<file path="src/rtl/exc_pkg.sv">
package exc_pkg;
  localparam int CP_IDX_W = 5;

  typedef enum logic [1:0] {
    OP_NONE = 2'd0,
    OP_MFC0 = 2'd1,
    OP_MTC0 = 2'd2,
    OP_RFE  = 2'd3
  } sys_op_e;

  localparam logic [CP_IDX_W-1:0] IDX_VADDR  = 5'd8;
  localparam logic [CP_IDX_W-1:0] IDX_STATUS = 5'd12;
  localparam logic [CP_IDX_W-1:0] IDX_CAUSE  = 5'd13;
  localparam logic [CP_IDX_W-1:0] IDX_EPC    = 5'd14;

  localparam int CAUSE_ADDR_ERR = 4;
  localparam int CAUSE_ILLEGAL  = 10;
endpackage

</file>
<file path="src/rtl/exc_pick.sv">
module exc_pick #(
  parameter int NUM_SRC = 4,
  parameter int CAUSE_W = 4
) (
  input  logic [NUM_SRC-1:0]         req_i,
  input  logic [NUM_SRC*CAUSE_W-1:0] causes_i,
  input  logic [NUM_SRC-1:0]         mask_i,
  output logic                       hit_o,
  output logic [CAUSE_W-1:0]         cause_o
);
  logic [CAUSE_W-1:0] cause_arr [NUM_SRC];

  for (genvar g = 0; g < NUM_SRC; g++) begin : g_unpack
    assign cause_arr[g] = causes_i[g*CAUSE_W +: CAUSE_W];
  end

  // scan downward so the lowest enabled line wins
  always_comb begin
    hit_o   = 1'b0;
    cause_o = '0;
    for (int i = NUM_SRC - 1; i >= 0; i--) begin
      if (req_i[i] && mask_i[i]) begin
        hit_o   = 1'b1;
        cause_o = cause_arr[i];
      end
    end
  end
endmodule

</file>
<file path="src/rtl/exc_state.sv">
module exc_state #(
  parameter int XLEN    = 32,
  parameter int NUM_SRC = 4,
  parameter int CAUSE_W = 4
) (
  input  logic               clk_i,
  input  logic               rst_ni,
  input  logic               take_i,
  input  logic [CAUSE_W-1:0] take_cause_i,
  input  logic [XLEN-1:0]    pc_i,
  input  logic [XLEN-1:0]    vaddr_i,
  input  logic               wr_mask_i,
  input  logic [NUM_SRC-1:0] wdata_mask_i,
  input  logic               rfe_i,
  output logic               priv_o,
  output logic [NUM_SRC-1:0] mask_o,
  output logic [CAUSE_W-1:0] cause_o,
  output logic [XLEN-1:0]    epc_o,
  output logic [XLEN-1:0]    vaddr_o
);
  import exc_pkg::*;

  always_ff @(posedge clk_i or negedge rst_ni) begin
    if (!rst_ni) begin
      priv_o  <= 1'b1;
      mask_o  <= '1;
      cause_o <= '0;
      epc_o   <= '0;
      vaddr_o <= '0;
    end else if (take_i) begin
      priv_o  <= 1'b1;
      cause_o <= take_cause_i;
      epc_o   <= pc_i;
      if (take_cause_i == CAUSE_W'(CAUSE_ADDR_ERR)) vaddr_o <= vaddr_i;
    end else begin
      if (wr_mask_i) mask_o <= wdata_mask_i;
      if (rfe_i)     priv_o <= 1'b0;
    end
  end


  take_sets_priv_chk: assert property (@(posedge clk_i) disable iff (!rst_ni)
    take_i |=> priv_o);

  epc_capture_chk: assert property (@(posedge clk_i) disable iff (!rst_ni)
    take_i |=> epc_o == $past(pc_i));

  vaddr_hold_chk: assert property (@(posedge clk_i) disable iff (!rst_ni)
    (take_i && take_cause_i != CAUSE_W'(CAUSE_ADDR_ERR)) |=> $stable(vaddr_o));

  rfe_user_chk: assert property (@(posedge clk_i) disable iff (!rst_ni)
    (rfe_i && !take_i) |=> !priv_o);

  take_blocks_mask_chk: assert property (@(posedge clk_i) disable iff (!rst_ni)
    take_i |=> $stable(mask_o));
endmodule

</file>
<file path="src/rtl/exc_rdmux.sv">
module exc_rdmux #(
  parameter int XLEN    = 32,
  parameter int NUM_SRC = 4,
  parameter int CAUSE_W = 4
) (
  input  logic                         en_i,
  input  logic [exc_pkg::CP_IDX_W-1:0] idx_i,
  input  logic                         priv_i,
  input  logic [NUM_SRC-1:0]           mask_i,
  input  logic [CAUSE_W-1:0]           cause_i,
  input  logic [XLEN-1:0]              epc_i,
  input  logic [XLEN-1:0]              vaddr_i,
  output logic [XLEN-1:0]              rdata_o
);
  import exc_pkg::*;

  logic [XLEN-1:0] status;

  always_comb begin
    status                = '0;
    status[XLEN-1]        = priv_i;
    status[NUM_SRC-1:0]   = mask_i;
  end

  always_comb begin
    rdata_o = '0;
    if (en_i) begin
      case (idx_i)
        IDX_VADDR:  rdata_o = vaddr_i;
        IDX_STATUS: rdata_o = status;
        IDX_CAUSE:  rdata_o = XLEN'(cause_i);
        IDX_EPC:    rdata_o = epc_i;
        default:    rdata_o = '0;
      endcase
    end
  end
endmodule

</file>
<file path="src/rtl/exc_ctrl_unit.sv">
module exc_ctrl_unit #(
  parameter int              XLEN         = 32,
  parameter int              NUM_SRC      = 4,
  parameter int              CAUSE_W      = 4,
  parameter logic [XLEN-1:0] HANDLER_ADDR = 32'h8000_0080
) (
  input  logic                         clk_i,
  input  logic                         rst_ni,
  input  logic [NUM_SRC-1:0]           exc_req_i,
  input  logic [NUM_SRC*CAUSE_W-1:0]   exc_cause_i,
  input  logic [XLEN-1:0]              exc_pc_i,
  input  logic [XLEN-1:0]              exc_vaddr_i,
  input  logic [1:0]                   op_i,
  input  logic [exc_pkg::CP_IDX_W-1:0] cp_idx_i,
  input  logic [XLEN-1:0]              cp_wdata_i,
  output logic                         redirect_o,
  output logic [XLEN-1:0]              redirect_pc_o,
  output logic [XLEN-1:0]              rdata_o,
  output logic                         priv_o,
  output logic                         priv_viol_o
);
  import exc_pkg::*;

  sys_op_e            op;
  logic               ext_hit, take, wr_mask, rfe_do, viol, rd_en;
  logic [CAUSE_W-1:0] ext_cause, take_cause, cause_q;
  logic [NUM_SRC-1:0] mask_q;
  logic [XLEN-1:0]    epc_q, vaddr_q;
  logic               unused_wdata;

  assign op           = sys_op_e'(op_i);
  assign unused_wdata = ^cp_wdata_i[XLEN-1:NUM_SRC];

  assign viol       = (op != OP_NONE) && !priv_o;
  assign take       = viol || ext_hit;
  assign take_cause = viol ? CAUSE_W'(CAUSE_ILLEGAL) : ext_cause;
  assign wr_mask    = !take && (op == OP_MTC0) && (cp_idx_i == IDX_STATUS);
  assign rfe_do     = !take && (op == OP_RFE);
  assign rd_en      = (op == OP_MFC0) && priv_o;

  assign priv_viol_o   = viol;
  assign redirect_o    = take || rfe_do;
  assign redirect_pc_o = take ? HANDLER_ADDR : epc_q;

  exc_pick #(.NUM_SRC(NUM_SRC), .CAUSE_W(CAUSE_W)) u_pick (
    .req_i    (exc_req_i),
    .causes_i (exc_cause_i),
    .mask_i   (mask_q),
    .hit_o    (ext_hit),
    .cause_o  (ext_cause)
  );

  exc_state #(.XLEN(XLEN), .NUM_SRC(NUM_SRC), .CAUSE_W(CAUSE_W)) u_state (
    .clk_i        (clk_i),
    .rst_ni       (rst_ni),
    .take_i       (take),
    .take_cause_i (take_cause),
    .pc_i         (exc_pc_i),
    .vaddr_i      (exc_vaddr_i),
    .wr_mask_i    (wr_mask),
    .wdata_mask_i (cp_wdata_i[NUM_SRC-1:0]),
    .rfe_i        (rfe_do),
    .priv_o       (priv_o),
    .mask_o       (mask_q),
    .cause_o      (cause_q),
    .epc_o        (epc_q),
    .vaddr_o      (vaddr_q)
  );

  exc_rdmux #(.XLEN(XLEN), .NUM_SRC(NUM_SRC), .CAUSE_W(CAUSE_W)) u_rdmux (
    .en_i    (rd_en),
    .idx_i   (cp_idx_i),
    .priv_i  (priv_o),
    .mask_i  (mask_q),
    .cause_i (cause_q),
    .epc_i   (epc_q),
    .vaddr_i (vaddr_q),
    .rdata_o (rdata_o)
  );


  user_op_trap_chk: assert property (@(posedge clk_i) disable iff (!rst_ni)
    priv_viol_o |-> (redirect_o && redirect_pc_o == HANDLER_ADDR && rdata_o == '0));

  user_op_cause_chk: assert property (@(posedge clk_i) disable iff (!rst_ni)
    priv_viol_o |=> (priv_o && cause_q == CAUSE_W'(CAUSE_ILLEGAL)));

  masked_quiet_chk: assert property (@(posedge clk_i) disable iff (!rst_ni)
    (op == OP_NONE && (exc_req_i & mask_q) == '0) |-> !redirect_o);

  no_read_leak_chk: assert property (@(posedge clk_i) disable iff (!rst_ni)
    (op != OP_MFC0) |-> rdata_o == '0);
endmodule

</file>
<file path="config.mk">
export PLATFORM = sky130hd
export DESIGN_NAME = exc_ctrl_unit
export DESIGN_NICKNAME = d
export VERILOG_FILES = /design/src/rtl/exc_pkg.sv /design/src/rtl/exc_pick.sv /design/src/rtl/exc_state.sv /design/src/rtl/exc_rdmux.sv /design/src/rtl/exc_ctrl_unit.sv
export SDC_FILE = /design/constraint.sdc
export NUM_CORES = 1
export LEC_CHECK = 0
export BUFFER_PORTS_ARGS = -buffer_cell sky130_fd_sc_hd__buf_4
export CAP_MARGIN = 20
export CORE_UTILIZATION = 47
export CTS_BUF_LIST = sky130_fd_sc_hd__clkbuf_2
export DETAILED_ROUTE_END_ITERATION = 7
export GPL_TIMING_DRIVEN = 0
export PLACE_DENSITY = 0.91
export SETUP_SLACK_MARGIN = 0.1
export SYNTH_ARGS = -nofsm -noshare
export SYNTH_HDL_FRONTEND = slang
export SYNTH_SLANG_ARGS = --single-unit
</file>
<file path="constraint.sdc">
create_clock -name clk_i -period 3.1 [get_ports clk_i]
set_clock_uncertainty 0.15 [all_clocks]
set_input_delay 0.775 -clock clk_i [delete_from_list [all_inputs] [get_ports clk_i]]
set_output_delay 0.775 -clock clk_i [all_outputs]
set_load 0.05 [all_outputs]
</file>
* Yosys cells after proc, flatten, opt, wreduce, memory -nomap -nowiden
Cells that the tools add are included.
Word-level totals: register bits after elaboration 73, input port bits 125, output and inout bits 67, word-level logic and storage cells 45
Cells by class: equal/unequal tests 8, multiplexer cells 14, bitwise logic cells 1, reductions and logical operators 17
Operators by type and width (count):
- $pmux W32 S4 | 1
- $mux W32 | 2
- $eq A5 B4 Y1 const B | 4
- $mux W4 | 5
- $logic_and A1 B1 Y1 | 9
- $mux W1 | 6
- $eq A2 B2 Y1 const B | 2
- $eq A4 B3 Y1 const B | 1
- $reduce_and A2 Y1 | 2
- $reduce_bool A2 Y1 | 2
- $eq A2 B1 Y1 const B | 1
- $logic_not A1 Y1 | 2
- $logic_or A1 B1 Y1 | 2
- $not A1 Y1 | 1

* Depth between registers and ports, before layout
word-level depth 10, gate-level depth with buffers 7, mapped depth without buffers 6

* By module
A second synthesis with hierarchy kept.
Second synthesis, totals: cells, all modules 364, area, all modules 4494.3 µm²
By module, submodules not included:
- exc_state | instances 1, cells an instance 157, area an instance 2849.0 µm², seq. area each 1833.0 µm²
- exc_rdmux | instances 1, cells an instance 128, area an instance 932.1 µm², seq. area each 0.0 µm²
- exc_ctrl_unit | instances 1, cells an instance 53, area an instance 550.5 µm², seq. area each 0.0 µm²
- exc_pick | instances 1, cells an instance 26, area an instance 162.7 µm², seq. area each 0.0 µm²

* Worst setup path after synthesis
No wires, ideal clock.
path kind input -> output, start in cp_idx_i[2] in the netlist's numbering, end out rdata_o[2], arrival time 2.744 ns, required time 2.175 ns, slack -0.569 ns, cell stages on the path 6, path buffers 2, cell sequence inv_1 -> maj3_1 -> or4_1 -> clkbuf_1 -> clkbuf_1 -> a21oi_1
On the way: longest elaborated chain between the ends 3, elaborated cells on any way between the ends 6, classes of those cells eq/ne: 4; mux: 2
RTL lines:
- start: declaration | line exc_ctrl_unit.sv:14 | input logic [exc_pkg::CP_IDX_W-1:0] cp_idx_i,
- $eq A5 B4 Y1 | line exc_rdmux.sv:28 | case (idx_i)
- $pmux W32 S4 * | line exc_rdmux.sv:28
- $mux W32 * | line exc_rdmux.sv:27 | if (en_i) begin
- end: declaration | line exc_ctrl_unit.sv:18 | output logic [XLEN-1:0] rdata_o,
Mark *: on every way between the ends. The rest lies on a longest branch, timed or not.

* Worst setup path after layout
start in cp_idx_i[2] in the netlist's numbering, end out rdata_o[3]
The elaborated chain is that of the path after synthesis.

==> out/metrics.yaml <==
antenna_found_initial: 0
hold_viol: 0
worst_r2r_startpoint: "u_state.mask_o[1]"
rsz0062_at_grt: "yes"
synth_simple_gate_area_share_pct: 14.0
p_seq_share_pct: 35.0
nNetsFinal: 651
drt_first_pass_iters: 6
status: "finished, violations left"
synth.mux.area_fraction_pct: 20.7
synthDistinctLibCells: 40
hold_path_class: "in2async"
synth_seq_area_share_pct: 49.6
violations: "setup timing"
drtIter0Drc: 357
fp.coreArea_sq_um: 7450
grt_pass1_vias: 3981
numCtsBuffers: 9
synth_cells: 318
rr_worst_depth: 7
tritoncts: "yes"
dieArea_sq_um: 8230
crit_arrival_ns: 2.48
critPathCaptureType: "output pin"
die_w_um: 90.7
r2r_slack_ns: 0.31
fmax_mhz: 294
drive_gt1_share_pct: 74.6
p_int_w: 0.00266
drv_slew: 0
fin_crit_sh_pct: 110
synth_fp_nets: 443
netlist.area_leader.share_pct: 46.0
cp_top_family: "buffers and inverters"
cts_buffer_depth: 2
synth-edff-count: 0
critPathKind: "in2out"
yosys.cell_count.top_type: "dfrtp_1"
place_congestion: 0.821
max_slew_margin_pct: 36.6
grt_max_degree: 74
swShare_pct: 39.9
clk-insertion-delay-late_ns: 0.55
fin_crit_ns: 3.40
combPwrFrac_pct: 50.0
io_buffers: 163
max_slew.worst_pin.slew_ns: 0.950
yosys_warnings: 0
h-tree-depth: 3
power_density_nw_per_um2: 663
fin_ws_ns: -0.302
grt_overflow_total: 0
viasPerCell: 6.21
async_flop_share_pct: 100
synth_top_family_by_area: "multiplexers"
leakage_nw: 2.93
dp_slack_ns: -0.649
num_rows: 31
synth_xor_area_share_pct: 0
wl_per_cell_um: 25.1
post-route-util_pct: 89.6
drc: 0
setup_viol: 34
postRouteAntennaNets: 0
clockPowerShare_pct: 15.0
slowest_stage: "or4_4"
synth_fa_ha_area_share_pct: 0.271
synthFlopType: "dfrtp_1"
ir_worst_vdd_mv: 0.546
initial_core_util_pct: 49.7
crit_fanout: 7
grt.total_usage_pct: 34.4
cp_num_buf_inv: 5
cts_sinks: 73
syn_to_final_growth_pct: 80.5
crit_cells: 8
p_sw_w: 0.00177
critPathMostFrequentCell: "clkbuf_16"
crit_path_end: "rdata_o[3]"
dp_hpwl_mm: 7.88
yosysTopAreaCell: "dfrtp_1"
grt_pass1_wl_mm: 21.4
holdWs_ns: 0.134
r2r-end: "u_state.vaddr_o[15]"
cts_hold_buf: 0
cp_slowest_stage_delay_ns: 0.55
cp.required_ns: 2.17
synthesis.area_sq_um: 3700
vias: 3915
synth_common_cells: "68 x dfrtp_1, 67 x mux2_2, 35 x a22oi_1"
cts-root-buf: "clkbuf_2"
crit_start: "cp_idx_i[2]"
start_kind: "primary input"
diodes: 0
wirelength_mm: 15.8
ios: 192
synth_compound_area_share_pct: 11.9
clk_pin_slew_ns: 0.29
die_height_um: 90.7
yosys_register_bits: 73
max-cap-violations: 0
synth.avg_cell_area_sq_um: 11.6
synth.area.top_cells: "dfrtp_1 46%, mux2_2 20%, a22oi_1 7.1%"
cp_cell_sequence: "buf_8 > inv_8 > maj3_2 > or4_4 > clkbuf_16 > clkbuf_16 > a21oi_4 > buf_6"
worst min-delay path by stage:
stage / slack (ns) / cells past startpoint / start / to
final: 0.13 / 1 / rst_ni / u_state.vaddr_o[25]
after global routing: 0.21 / 1 / rst_ni / u_state.vaddr_o[25]
after CTS: 0.23 / 1 / rst_ni / u_state.vaddr_o[19]
after detailed placement: 0.32 / 1 / u_state.cause_o[3] / u_state.cause_o[3]
after global placement: 0.32 / 1 / u_state.cause_o[1] / u_state.cause_o[1]
after floorplan: 0.30 / 1 / u_state.cause_o[1] / u_state.cause_o[1]
power by group through the flow:
stage | logic (W) | clock network [W] | registers, W
after floorplan | 0.00116 | 0 | 0.00144
final | 0.00221 | 0.000662 | 0.00155
after detailed placement | 0.00160 | 0 | 0.00151
after global routing | 0.00229 | 0.000692 | 0.00158
after CTS | 0.00205 | 0.000629 | 0.00149
after global placement | 0.00157 | 0 | 0.00148
final cells by class:
class                           instances  area [sq um]
Timing Repair Buffer                  197          1980
Buffer                                 23           337
Inverter                                2          18.8
Sequential cell                        73          1830
Clock inverter                          7          95.1
Multi-Input combinational cell        220          2250
Tap cell                               99           124
Fill cell                             299           772
Clock buffer                            9          45.0
sequential cells by signal, indices dropped and copies added (netlist names):
signal           count
u_state.epc_o       32
u_state.vaddr_o     32
u_state.cause_o      4
u_state.mask_o       4
u_state.priv_o       1
kinds of logic (layout without fill, tap and decap cells):
family | after synthesis | count (layout)
flops | 73 | 73
buf+inv | 25 | 238
mux | 68 | 68
simple gates | 93 | 93
fa+ha+maj | 1 | 1
compound gates | 58 | 58
what timing repair did:
item                       in CTS  in global routing
resized for setup             171                 38
pin swaps                      15                 23
buffers inserted               18                  9
setup endpoints to repair      65                 66
cloned                          5                  2
per-layer routing:
metal	share of wire (%)	GRT usage, %	vias to the layer above	wire length, um
li1	-	-	1608	-
met1	34	38.3	1877	5330
met2	51	60.7	330	8040
met3	9.3	9.26	100	1480
met4	6.2	16.0	0	988
met5	0	0	-	0
layout by cell type (no fill, tap or decap), types with 4 or more instances in the layout:
master,synthesis,final
buf_4,3,118
nand2_1,8,6
mux2_2,67,67
nor2_4,1,29
clkbuf_16,0,7
dfstp_2,5,5
clkbuf_2,0,12
dfrtp_1,68,68
a22oi_1,35,33
and3_4,0,30
buf_6,3,34
a21oi_4,0,4
buf_8,0,52
per-stage QoR:
stage	area (sq um)	instances	power (W)	setup TNS (ns)
after detailed placement	5440	580	0.00311	-27.64
after CTS	6440	619	0.00417	-4.51
after floorplan	4090	318	0.00260	-1.59
final	6680	630	0.00443	-6.89
after global routing	6680	630	0.00456	-8.05
after global placement	5440	580	0.00305	-27.44
(Power assumes the default switching activity.)
